===== src/rtl/ddc_pkg.sv =====
package ddc_pkg;
  // register offsets on the host port
  localparam logic [2:0] A_DIVLO = 3'd0;
  localparam logic [2:0] A_DIVHI = 3'd1;
  localparam logic [2:0] A_START = 3'd2;
  localparam logic [2:0] A_OFF   = 3'd3;
  localparam logic [2:0] A_SEG   = 3'd4;
  localparam logic [2:0] A_MASK  = 3'd5;
  localparam logic [2:0] A_STAT  = 3'd6;
  localparam logic [2:0] A_DATA  = 3'd7;

  localparam logic [7:0] DEV_SEG = 8'h60;
  localparam logic [7:0] DEV_WR  = 8'hA0;
  localparam logic [7:0] DEV_RD  = 8'hA1;

  typedef enum logic [2:0] {
    STEP_SEGDEV, STEP_SEG, STEP_ADRDEV, STEP_OFF, STEP_RDDEV, STEP_DATA
  } stepE;

  typedef struct packed {
    logic initPtrs;
    logic loadTx;
    stepE txSel;
    logic shiftBit;
    logic pushByte;
    logic setDone;
    logic setErr;
  } ddcCtlS;

  function automatic stepE nextStep(stepE s);
    case (s)
      STEP_SEGDEV: return STEP_SEG;
      STEP_SEG:    return STEP_ADRDEV;
      STEP_ADRDEV: return STEP_OFF;
      STEP_OFF:    return STEP_RDDEV;
      default:     return STEP_DATA;
    endcase
  endfunction
endpackage


===== src/rtl/ddc_datapath.sv =====
module ddc_datapath
  import ddc_pkg::*;
#(
  parameter int DEPTH = 128,
  localparam int AW = $clog2(DEPTH)
) (
  input  logic        clk,
  input  logic        rstN,
  input  ddcCtlS      ctl,
  input  logic        busy,
  input  logic        sdaIn,
  input  logic        regWe,
  input  logic        regRe,
  input  logic [2:0]  regAddr,
  input  logic [7:0]  regWdata,
  output logic [7:0]  regRdata,
  output logic        irq,
  output logic        startReq,
  output logic        segZero,
  output logic        txMsb,
  output logic [15:0] divVal
);
  logic [7:0]    segReg, offReg, shiftReg;
  logic [AW-1:0] startReg, wrPtr, rdPtr;
  logic          maskReg, stDone, stErr;
  logic [7:0]    mem [DEPTH];
  logic          cfgWe;

  assign cfgWe    = regWe && !busy;
  assign startReq = cfgWe && (regAddr == A_SEG);
  assign segZero  = (segReg == 8'd0);
  assign txMsb    = shiftReg[7];
  assign irq      = stDone && maskReg;

  always_ff @(posedge clk or negedge rstN) begin
    if (!rstN) begin
      divVal <= '0; segReg <= '0; offReg <= '0; startReg <= '0; maskReg <= 1'b0;
    end else begin
      if (cfgWe && regAddr == A_DIVLO) divVal[7:0]  <= regWdata;
      if (cfgWe && regAddr == A_DIVHI) divVal[15:8] <= regWdata;
      if (cfgWe && regAddr == A_START) startReg <= regWdata[AW-1:0];
      if (cfgWe && regAddr == A_OFF)   offReg <= regWdata;
      if (cfgWe && regAddr == A_SEG)   segReg <= regWdata;
      if (regWe && regAddr == A_MASK)  maskReg <= regWdata[0];
    end
  end

  // status: write-one-to-clear, hardware set wins
  always_ff @(posedge clk or negedge rstN) begin
    if (!rstN) begin
      stDone <= 1'b0; stErr <= 1'b0;
    end else begin
      if (ctl.setDone) stDone <= 1'b1;
      else if (regWe && regAddr == A_STAT && regWdata[0]) stDone <= 1'b0;
      if (ctl.setErr) stErr <= 1'b1;
      else if (regWe && regAddr == A_STAT && regWdata[1]) stErr <= 1'b0;
    end
  end

  // shared transmit/receive shifter
  always_ff @(posedge clk or negedge rstN) begin
    if (!rstN) shiftReg <= '0;
    else if (ctl.loadTx) begin
      case (ctl.txSel)
        STEP_SEGDEV: shiftReg <= DEV_SEG;
        STEP_SEG:    shiftReg <= segReg;
        STEP_ADRDEV: shiftReg <= DEV_WR;
        STEP_OFF:    shiftReg <= offReg;
        STEP_RDDEV:  shiftReg <= DEV_RD;
        default:     shiftReg <= '0;
      endcase
    end else if (ctl.shiftBit) shiftReg <= {shiftReg[6:0], sdaIn};
  end

  // receive FIFO
  always_ff @(posedge clk) begin
    if (ctl.pushByte) mem[wrPtr] <= shiftReg;
  end

  always_ff @(posedge clk or negedge rstN) begin
    if (!rstN) begin
      wrPtr <= '0; rdPtr <= '0;
    end else begin
      if (ctl.initPtrs) wrPtr <= startReg;
      else if (ctl.pushByte) wrPtr <= wrPtr + 1'b1;
      if (ctl.initPtrs) rdPtr <= '0;
      else if (regRe && regAddr == A_DATA) rdPtr <= rdPtr + 1'b1;
    end
  end

  always_comb begin
    case (regAddr)
      A_DIVLO: regRdata = divVal[7:0];
      A_DIVHI: regRdata = divVal[15:8];
      A_START: regRdata = 8'(startReg);
      A_OFF:   regRdata = offReg;
      A_SEG:   regRdata = segReg;
      A_MASK:  regRdata = {7'd0, maskReg};
      A_STAT:  regRdata = {6'd0, stErr, stDone};
      default: regRdata = mem[rdPtr];
    endcase
  end


  done_set_chk: assert property (@(posedge clk) disable iff (!rstN)
    ctl.setDone |=> stDone);

  w1c_clear_chk: assert property (@(posedge clk) disable iff (!rstN)
    (regWe && regAddr == A_STAT && regWdata[0] && !ctl.setDone) |=> !stDone);

  busy_hold_chk: assert property (@(posedge clk) disable iff (!rstN)
    (busy && regWe && regAddr == A_SEG) |=> $stable(segReg));
endmodule


===== src/rtl/ddc_control.sv =====
module ddc_control
  import ddc_pkg::*;
#(
  parameter int BYTES = 128,
  localparam int BW = $clog2(BYTES)
) (
  input  logic        clk,
  input  logic        rstN,
  input  logic        startReq,
  input  logic        segZero,
  input  logic        txMsb,
  input  logic        sdaIn,
  input  logic [15:0] divVal,
  output ddcCtlS      ctl,
  output logic        busy,
  output logic        sclDrvLow,
  output logic        sdaDrvLow
);
  typedef enum logic [1:0] {S_IDLE, S_START, S_BIT, S_STOP} stateE;
  localparam logic [BW-1:0] LAST = BW'(BYTES - 1);

  stateE       state;
  stepE        step;
  logic [1:0]  q;
  logic [3:0]  bitCnt;
  logic [BW-1:0] byteCnt;
  logic [15:0] divCnt, divMax;
  logic        tick, errFlag, ackSlot, isData;

  assign divMax  = (divVal == 16'd0) ? 16'd0 : divVal - 16'd1;
  assign tick    = (state != S_IDLE) && (divCnt == divMax);
  assign busy    = (state != S_IDLE);
  assign ackSlot = (bitCnt == 4'd8);
  assign isData  = (step == STEP_DATA);

  always_comb begin
    ctl = '0;
    ctl.txSel = step;
    if (state == S_IDLE && startReq) ctl.initPtrs = 1'b1;
    if (tick) begin
      case (state)
        S_START: if (q == 2'd3) begin
          ctl.loadTx = 1'b1;
          ctl.txSel  = (step == STEP_SEGDEV && segZero) ? STEP_ADRDEV : step;
        end
        S_BIT: begin
          if (q == 2'd2 && !ackSlot) ctl.shiftBit = 1'b1;
          if (q == 2'd0 && ackSlot && isData) ctl.pushByte = 1'b1;
          if (q == 2'd3 && ackSlot && !errFlag &&
              (step == STEP_SEGDEV || step == STEP_ADRDEV)) begin
            ctl.loadTx = 1'b1;
            ctl.txSel  = nextStep(step);
          end
        end
        S_STOP: if (q == 2'd3) begin
          ctl.setDone = 1'b1;
          ctl.setErr  = errFlag;
        end
        default: ;
      endcase
    end
  end

  always_ff @(posedge clk or negedge rstN) begin
    if (!rstN) begin
      state <= S_IDLE; step <= STEP_SEGDEV; q <= '0; bitCnt <= '0; byteCnt <= '0;
      divCnt <= '0; errFlag <= 1'b0; sclDrvLow <= 1'b0; sdaDrvLow <= 1'b0;
    end else begin
      divCnt <= (state == S_IDLE || tick) ? 16'd0 : divCnt + 16'd1;
      if (state == S_IDLE) begin
        if (startReq) begin
          state <= S_START; step <= STEP_SEGDEV; q <= '0;
          errFlag <= 1'b0; byteCnt <= '0;
        end
      end else if (tick) begin
        q <= q + 2'd1;
        case (state)
          S_START: case (q)
            2'd0: sdaDrvLow <= 1'b0;
            2'd1: sclDrvLow <= 1'b0;
            2'd2: sdaDrvLow <= 1'b1;
            default: begin
              sclDrvLow <= 1'b1; state <= S_BIT; bitCnt <= '0; step <= ctl.txSel;
            end
          endcase
          S_BIT: case (q)
            2'd0: if (!ackSlot) sdaDrvLow <= isData ? 1'b0 : !txMsb;
                  else sdaDrvLow <= isData && (byteCnt != LAST);
            2'd1: sclDrvLow <= 1'b0;
            2'd2: if (ackSlot && !isData && sdaIn) errFlag <= 1'b1;
            default: begin
              sclDrvLow <= 1'b1;
              if (!ackSlot) bitCnt <= bitCnt + 4'd1;
              else begin
                bitCnt <= '0;
                if (isData) begin
                  if (byteCnt == LAST) state <= S_STOP;
                  else byteCnt <= byteCnt + 1'b1;
                end else if (errFlag) state <= S_STOP;
                else if (step == STEP_SEG || step == STEP_OFF) begin
                  state <= S_START; step <= nextStep(step);
                end else step <= nextStep(step);
              end
            end
          endcase
          default: case (q)
            2'd0: sdaDrvLow <= 1'b1;
            2'd1: sclDrvLow <= 1'b0;
            2'd2: sdaDrvLow <= 1'b0;
            default: state <= S_IDLE;
          endcase
        endcase
      end
    end
  end


  sda_only_scl_low_chk: assert property (@(posedge clk) disable iff (!rstN)
    (state == S_BIT && $past(state) == S_BIT && !sclDrvLow && !$past(sclDrvLow))
      |-> $stable(sdaDrvLow));

  idle_released_chk: assert property (@(posedge clk) disable iff (!rstN)
    (state == S_IDLE) |-> (!sclDrvLow && !sdaDrvLow));
endmodule


===== src/rtl/ddc_edid_reader.sv =====
module ddc_edid_reader
  import ddc_pkg::*;
#(
  parameter int DEPTH = 128
) (
  input  logic       clk,
  input  logic       rstN,
  input  logic       regWe,
  input  logic       regRe,
  input  logic [2:0] regAddr,
  input  logic [7:0] regWdata,
  output logic [7:0] regRdata,
  output logic       irq,
  output logic       sclDrvLow,
  output logic       sdaDrvLow,
  input  logic       sdaIn
);
  ddcCtlS      ctl;
  logic        busy, startReq, segZero, txMsb;
  logic [15:0] divVal;

  ddc_datapath #(.DEPTH(DEPTH)) u_dp (
    .clk(clk), .rstN(rstN), .ctl(ctl), .busy(busy), .sdaIn(sdaIn),
    .regWe(regWe), .regRe(regRe), .regAddr(regAddr), .regWdata(regWdata),
    .regRdata(regRdata), .irq(irq), .startReq(startReq), .segZero(segZero),
    .txMsb(txMsb), .divVal(divVal)
  );

  ddc_control #(.BYTES(DEPTH)) u_ctl (
    .clk(clk), .rstN(rstN), .startReq(startReq), .segZero(segZero),
    .txMsb(txMsb), .sdaIn(sdaIn), .divVal(divVal), .ctl(ctl), .busy(busy),
    .sclDrvLow(sclDrvLow), .sdaDrvLow(sdaDrvLow)
  );
endmodule


===== config.mk =====
export PLATFORM = sky130hd
export DESIGN_NAME = ddc_edid_reader
export DESIGN_NICKNAME = d
export VERILOG_FILES = /design/src/rtl/ddc_pkg.sv /design/src/rtl/ddc_datapath.sv /design/src/rtl/ddc_control.sv /design/src/rtl/ddc_edid_reader.sv
export SDC_FILE = /design/constraint.sdc
export NUM_CORES = 1
export LEC_CHECK = 0
export BUFFER_PORTS_ARGS = -buffer_cell sky130_fd_sc_hd__clkbuf_2
export CAP_MARGIN = 25
export CORE_ASPECT_RATIO = 0.6
export CORE_MARGIN = 1
export CORE_UTILIZATION = 45
export DETAILED_ROUTE_END_ITERATION = 16
export PLACE_DENSITY = 0.65
export RECOVER_POWER = 100
export SETUP_SLACK_MARGIN = 0.5
export SYNTH_ARGS = -nofsm -noshare
export SYNTH_HDL_FRONTEND = slang
export SYNTH_SLANG_ARGS = --single-unit

===== constraint.sdc =====
create_clock -name clk -period 4.9 [get_ports clk]
set_input_delay 0.49 -clock clk [delete_from_list [all_inputs] [get_ports clk]]
set_output_delay 0.49 -clock clk [all_outputs]
set_load 0.03 [all_outputs]

# Word level (Yosys, flattened, before mapping)
# Memory sizes are Yosys's and may differ from the RTL's.
# Cells that the tools add are included.
# word_totals
regBits	101
output_inout_bits	11
memories	1
elab_cells	213
ram_bits	1024
# op_classes
n_addsub	7
n_bitwise	1
n_reduce_logical	66
muxes	79
eq_ne	39
# mem_list
memory	words	word_bits	read_ports	rd_clocked_by_memory_dff	write_ports	line_no	rtl
u_dp.mem	128	8	1	0	1	ddc_datapath.sv:26	logic [7:0] mem [DEPTH];
# op_table
op	count
7-bit 2-to-1 mux	12
8-bit case mux with 7 select lines	1
8-bit case mux with 5 select lines	1
2-bit 2-to-1 mux	17
16-bit 2-to-1 mux	2
2-bit nonzero test	15
3-bit 2-to-1 mux	9
1-bit logical AND	24
8-bit 2-to-1 mux	3
7-bit by 1-bit adder with 7-bit output (second input constant)	3
1-bit 2-to-1 mux	20
4-bit 2-to-1 mux	5
3-bit by 2-bit equality test with 1-bit output (second input constant)	6
3-bit equality test (second input constant)	6
16-bit by 1-bit adder with 16-bit output (second input constant)	1
16-bit equality test	1
16-bit zero test	1
4-bit case mux with 2 select lines	2
16-bit by 1-bit subtractor with 16-bit output (second input constant)	1
3-bit case mux with 4 select lines	1
5-bit AND reduction	2
3-bit by 1-bit equality test with 1-bit output (second input constant)	3
3-bit zero test	3
2-bit equality test (second input constant)	4
other kinds (29)	49

# Longest topological paths before layout
# logic_depth
word_depth	11
depth_mapped	16
depth_no_buf	12

# Cells and area by module
# Synthesis repeated with hierarchy kept, for this count alone.
# hier_totals
cells_unflattened	2695
area_unflattened_um2	46523.4
# by_module_without_submodules
mod	cells_per_inst	instances	area_per_inst_um2	seq_area_each_um2
ddc_datapath	2316	1	43364.1	32351.0
ddc_control	379	1	3159.3	925.9

# Worst setup path after synthesis
# Ideal clock, no wire load.
# synth_path
kind	flip-flop to flip-flop
startpoint	register u_dp.divVal[0]
endpoint	memory u_dp.mem[115][0], enable pin
setup_ns	0.370
path_buffers	2
synth_period_minus_slack_ns	4.317
stages_incl_launch_ff	13
path_slack_ns	0.583
arrival_ns	3.947
path_cell_list	dfrtp_1 buf_6 nor4_1 nand4b_1 xnor2_1 or4b_1 a21oi_1 o211ai_1 nor4_4 nor2b_1 nand3_1 clkbuf_1 nor2_1
# synth_via
elab_chain_len	7
elab_cells_between_ends	8
# synth_lines
item	line_no	rtl
from (decl)	ddc_datapath.sv:21	output logic [15:0] divVal
from (signal assigned)	ddc_datapath.sv:39	if (cfgWe && regAddr == A_DIVLO) divVal[7:0] <= regWdata;
16-bit by 1-bit subtractor with 16-bit output or 16-bit zero test (tied branches)	ddc_control.sv:30	assign divMax = (divVal == 16'd0) ? 16'd0 : divVal - 16'd1;
16-bit 2-to-1 mux (*)	ddc_control.sv:30	
16-bit equality test (*)	ddc_control.sv:31	assign tick = (state != S_IDLE) && (divCnt == divMax);
1-bit logical AND (*)	ddc_control.sv:31	
8-bit 2-to-1 mux (*)	ddc_control.sv:40	if (tick) begin
1-bit 2-to-1 mux (*)	ddc_datapath.sv:77	if (ctl.pushByte) mem[wrPtr] <= shiftReg;
1-bit 2-to-1 mux (not written as such) (*)	ddc_datapath.sv:77	
to (decl)	ddc_datapath.sv:26	
# Mark *: on every way between the ends. The rest lies on a longest branch, timed or not.

# Final worst setup path
# layout_path
startpoint	register u_dp.rdPtr[0]
endpoint	output port regRdata[6]
# layout_via
elab_chain_len	2
# layout_lines
item	line_no	rtl
from (decl)	ddc_datapath.sv:24	logic [AW-1:0] startReg, wrPtr, rdPtr;
from (signal assigned)	ddc_datapath.sv:87	else if (regRe && regAddr == A_DATA) rdPtr <= rdPtr + 1'b1;
memory read 128 x 8 bit	--	
8-bit case mux with 7 select lines	ddc_datapath.sv:92	case (regAddr)
to (decl)	ddc_edid_reader.sv:12	output logic [7:0] regRdata,
# No other way between the ends.

==> results.py <==
metrics = {
    "synthesis": {
        "synth-edff-count": 1024,
        "synthFlopType": "edfxtp_1",
        "yosys_warnings": 0,
        "synth_nets": 2354,
        "postSynth.asyncResetShare_pct": 8.98,
        "syn_avg_cell_area_um2": 19.7,
        "ys_seq_elements": 1125,
        "netlist_instances": 2321,
        "ys_seq_area_share_pct": 72.7,
        "yosysUniqueCellTypes": 78,
        "synthesis.area_um2": 45800,
    },
    "cells_and_area": {
        "area_growth_syn_to_layout_pct": 15.3,
        "n_antenna_cell": 0,
        "drive_gt1_share_pct": 30.9,
        "fin_util_pct": 52.4,
        "nets": 2537,
    },
    "timing": {
        "timing.final.ws_setup_ps": 165,
        "worstMarginPinSlew_ps": 3760,
        "finalSetupTns_ps": 0,
        "hold_viol": 0,
        "period_needed_ps": 4740,
        "setup_viol": 0,
        "fin_crit_sh_pct": 96.6,
        "rsz0062_at_grt": "true",
        "worst_clock_skew_ps": 25.1,
        "slew_viol_final": 924,
        "relSlewSlack_pct": -151,
        "clock.fmax_mhz": 211,
    },
    "die": {
        "die-height_um": 249,
        "start_util_pct": 45.5,
        "io_pins": 27,
        "rows": 90,
        "die_x_um": 414,
        "core_um2": 101000,
        "fp.dieArea_um2": 103000,
    },
    "pwr": {
        "power_density_nw_per_um2": 416,
        "p_leak_nw": 14.9,
        "finalPower_w": 0.0220,
        "vdd_drop_max_uv": 440,
    },
    "cts": {
        "htreeDepth": 3,
        "cts_tree": "yes",
        "root_buffer": "clkbuf_16",
        "path_clk_slew_ps": 70,
        "clk_path_buf_depth": 3,
        "cts_made_buffers": 96,
        "cts_sinks": 1125,
        "clkLatencyLatePin_ps": 690,
    },
    "setup_path": {
        "cpLargestDelayFamily": "multiplexers",
        "worst-path-buf-inv": 5,
        "crit_chain": "buf_12 > buf_16 > buf_16 > buf_4 > mux4_2 > mux4_2 > mux4_2 > mux2i_1 > o21ai_2 > mux2_2 > clkbuf_4",
        "critPathCaptureType": "primary output",
        "required_ps": 4410,
        "worst_path_max_delay_cell": "dfrtp_4",
        "startpoint": "u_dp.rdPtr[0]$_DFFE_PN0P_",
        "start_kind": "flop",
        "cp.arrival_ps": 4250,
        "cpPeakStageDelay_ps": 560,
        "reg2reg_from": "u_dp.divVal[3]$_DFFE_PN0P_",
        "worstPathMaxFanout": 14,
        "cpMostUsedCell": "mux4_2",
        "crit_type": "flop to primary output",
    },
    "global_route": {
        "grt_pass1_wl_mm": 176,
        "grt-ovfl-total": 0,
        "antenna_found_initial": 7,
        "grt_pass1_vias": 23800,
        "grt_max_degree": 113,
        "gr-usage-all-layers_pct": 23.8,
    },
    "worst_hold_path": {
        "hp-start": "regWdata[7]",
        "hp-class": "input port to flop",
    },
    "detailed_routing": {
        "drt_iter0_markers": 3558,
        "antenna_left": 0,
        "dr.pass1.iters": 7,
        "drcViolationCount": 0,
        "vias_per_cell": 6.26,
        "drt_wl_total_mm": 121,
        "post_drt_wl_per_cell_um": 30.9,
        "vias": 24500,
    },
    "placed_design": {
        "pre_cts_slack_ps": 20.4,
        "port_buffers": 26,
        "dp_hpwl_mm": 73.4,
        "gp_congestion": 0.896,
    },
    "outcome": {
        "violations": "max-capacitance violations, max-slew violations",
        "status": "finished, violations left",
    },
    "job": {
        "max_cap_viol_count": 16,
    },
}
[cells in the final DEF (no fill, tap or decap), types with 14 or more instances in the layout]
cell type and instances:
edfxtp_1 1024, mux4_2 341, nor2_1 133, nand2_1 102, clkbuf_16 101, dfrtp_1 95
buf_4 71, clkbuf_2 48, o21ai_0 44, clkbuf_1 42, nor2_4 37, mux2_2 33
nand3_1 31, a21oi_1 28, xnor2_1 25, inv_1 23, nor2_2 22, buf_16 22
mux2i_1 20, xor2_1 20, nor3_1 19, buf_6 18, ha_1 17, clkinv_2 16
nor2b_1 15, buf_12 14
[cell usage after synthesis (4+ instances only)]
cell type  count  area [um^2]
nor3_1        17         85.1
and4_1         4         35.0
nor2_1       191          717
nand2b_1       8         50.1
and2_1         7         43.8
mux2_2        35          394
edfxtp_1    1024        30700
a2bb2oi_1      4         35.0
ha_1          17          213
nand4_1       12         75.1
nor4_1        10         62.6
xor2_1        20          175
buf_2          4         20.0
a21oi_1       31          155
nand3_1       32          160
inv_1         23         86.3
nand3b_1       4         30.0
buf_1         30          113
and3_1        11         68.8
mux2i_1       22          220
nand2_1      102          383
xnor2_1       25          219
a31oi_1        4         25.0
or3_1          9         56.3
o21ai_0       49          245
nor2b_1       16          100
a211oi_1       4         30.0
clkbuf_1      91          342
mux4_2       341         7680
dfrtp_1      101         2530
[final timing paths]
path	end	slack, ps	cells after the start
setup / recovery	regRdata[6]	160	11
hold / removal	u_dp.segReg[7]$_DFFE_PN0P_	90	3
setup reg to reg	u_dp.mem[22][2]$_DFFE_PP_	240	14
hold reg to reg	u_dp.stErr$_DFFE_PN0P_	490	2
max in group asynchronous	u_dp.divVal[0]$_DFFE_PN0P_	2060	4
min in group asynchronous	u_dp.divVal[15]$_DFFE_PN0P_	320	2
[kinds of logic after synthesis]
kind of cell | Yosys count | synth area share (%)
DFF | 1125 | 72.7
and+or+nand+nor | 453 | 4.69
muxes | 398 | 18.1
buffers and inverters | 152 | 1.30
AOI/OAI and AO/OA | 129 | 1.79
xor gates and xnor gates | 47 | 0.959
adders and majority gates | 17 | 0.465
[layout make-up]
class / instances / area (um^2)
clock buffers: 122 / 2620
well taps: 1334 / 1670
flip-flops and latches: 1125 / 33300
multi-input cells: 1044 / 12300
fillers: 7784 / 47900
inverters: 24 / 90.1
clock inverters: 54 / 644
repair buffers: 213 / 2160
[report_power, final]
part	switching [W]	internal [W]	total [W]
Clock	0.00349	0.00449	0.00798
Combinational	0.00169	0.00184	0.00353
Sequential	0.000118	0.0103	0.0105
Total	0.00530	0.0167	0.0220
[routing by layer]
| metal | track usage, % | vias up | wire length [um] |
|---|---|---|---|
| met2 | 29.9 | 1630 | 48600 |
| met3 | 8.30 | 139 | 16500 |
| met4 | 4.49 | 2 | 1660 |
| li1 | - | 9845 | - |
| met1 | 39.4 | 12900 | 54100 |
| met5 | 0 | - | 13 |
[sequential cells by signal, indices dropped and copies added, names as in the netlist]
signal,cells
u_ctl.sclDrvLow,1
u_dp.maskReg,1
u_ctl.state,2
u_dp.offReg,8
u_dp.stDone,1
u_dp.stErr,1
u_dp.mem,1024
u_ctl.errFlag,1
u_ctl.divCnt,16
u_dp.wrPtr,7
u_dp.rdPtr,7
u_ctl.byteCnt,7
u_ctl.bitCnt,4
u_ctl.sdaDrvLow,1
u_ctl.step,3
u_dp.shiftReg,8
u_dp.startReg,7
u_dp.segReg,8
u_dp.divVal,16
u_ctl.q,2
[timing repair]
| item | in CTS | in global routing |
|---|---|---|
| gates cloned | 15 | 1 |
| buffers inserted | 22 | 12 |
| pin swaps | 3 | 8 |
| hold buffers | 1 | 0 |
| setup endpoints to repair | 954 | 935 |
| hold endpoints to repair | 72 | 0 |
| resized for setup | 167 | 48 |
[worst reg2reg max path: stages, from the launching register on]
cell and delay (ps):
dfrtp_1 400, buf_4 180, or4_1 580, or3_1 390, and3_1 200, or4_4 450, a21oi_1 220, nand3_2 130
nor4_1 580, buf_4 250, and2_1 210, nand2_1 90, buf_6 260, nor2_1 240, buf_6 190
[stage by stage]
step,hold WS [ps],std cells,instance area (um^2)
6_report,91.3,3916,52800
5_1_grt,98.9,3916,52800
4_1_cts,33.7,3899,52900
3_5_place_dp,471,3685,48300
3_3_place_gp,478,3683,48300
2_1_floorplan,194,2321,45800
No activity file was read; power rests on OpenSTA's default activity.
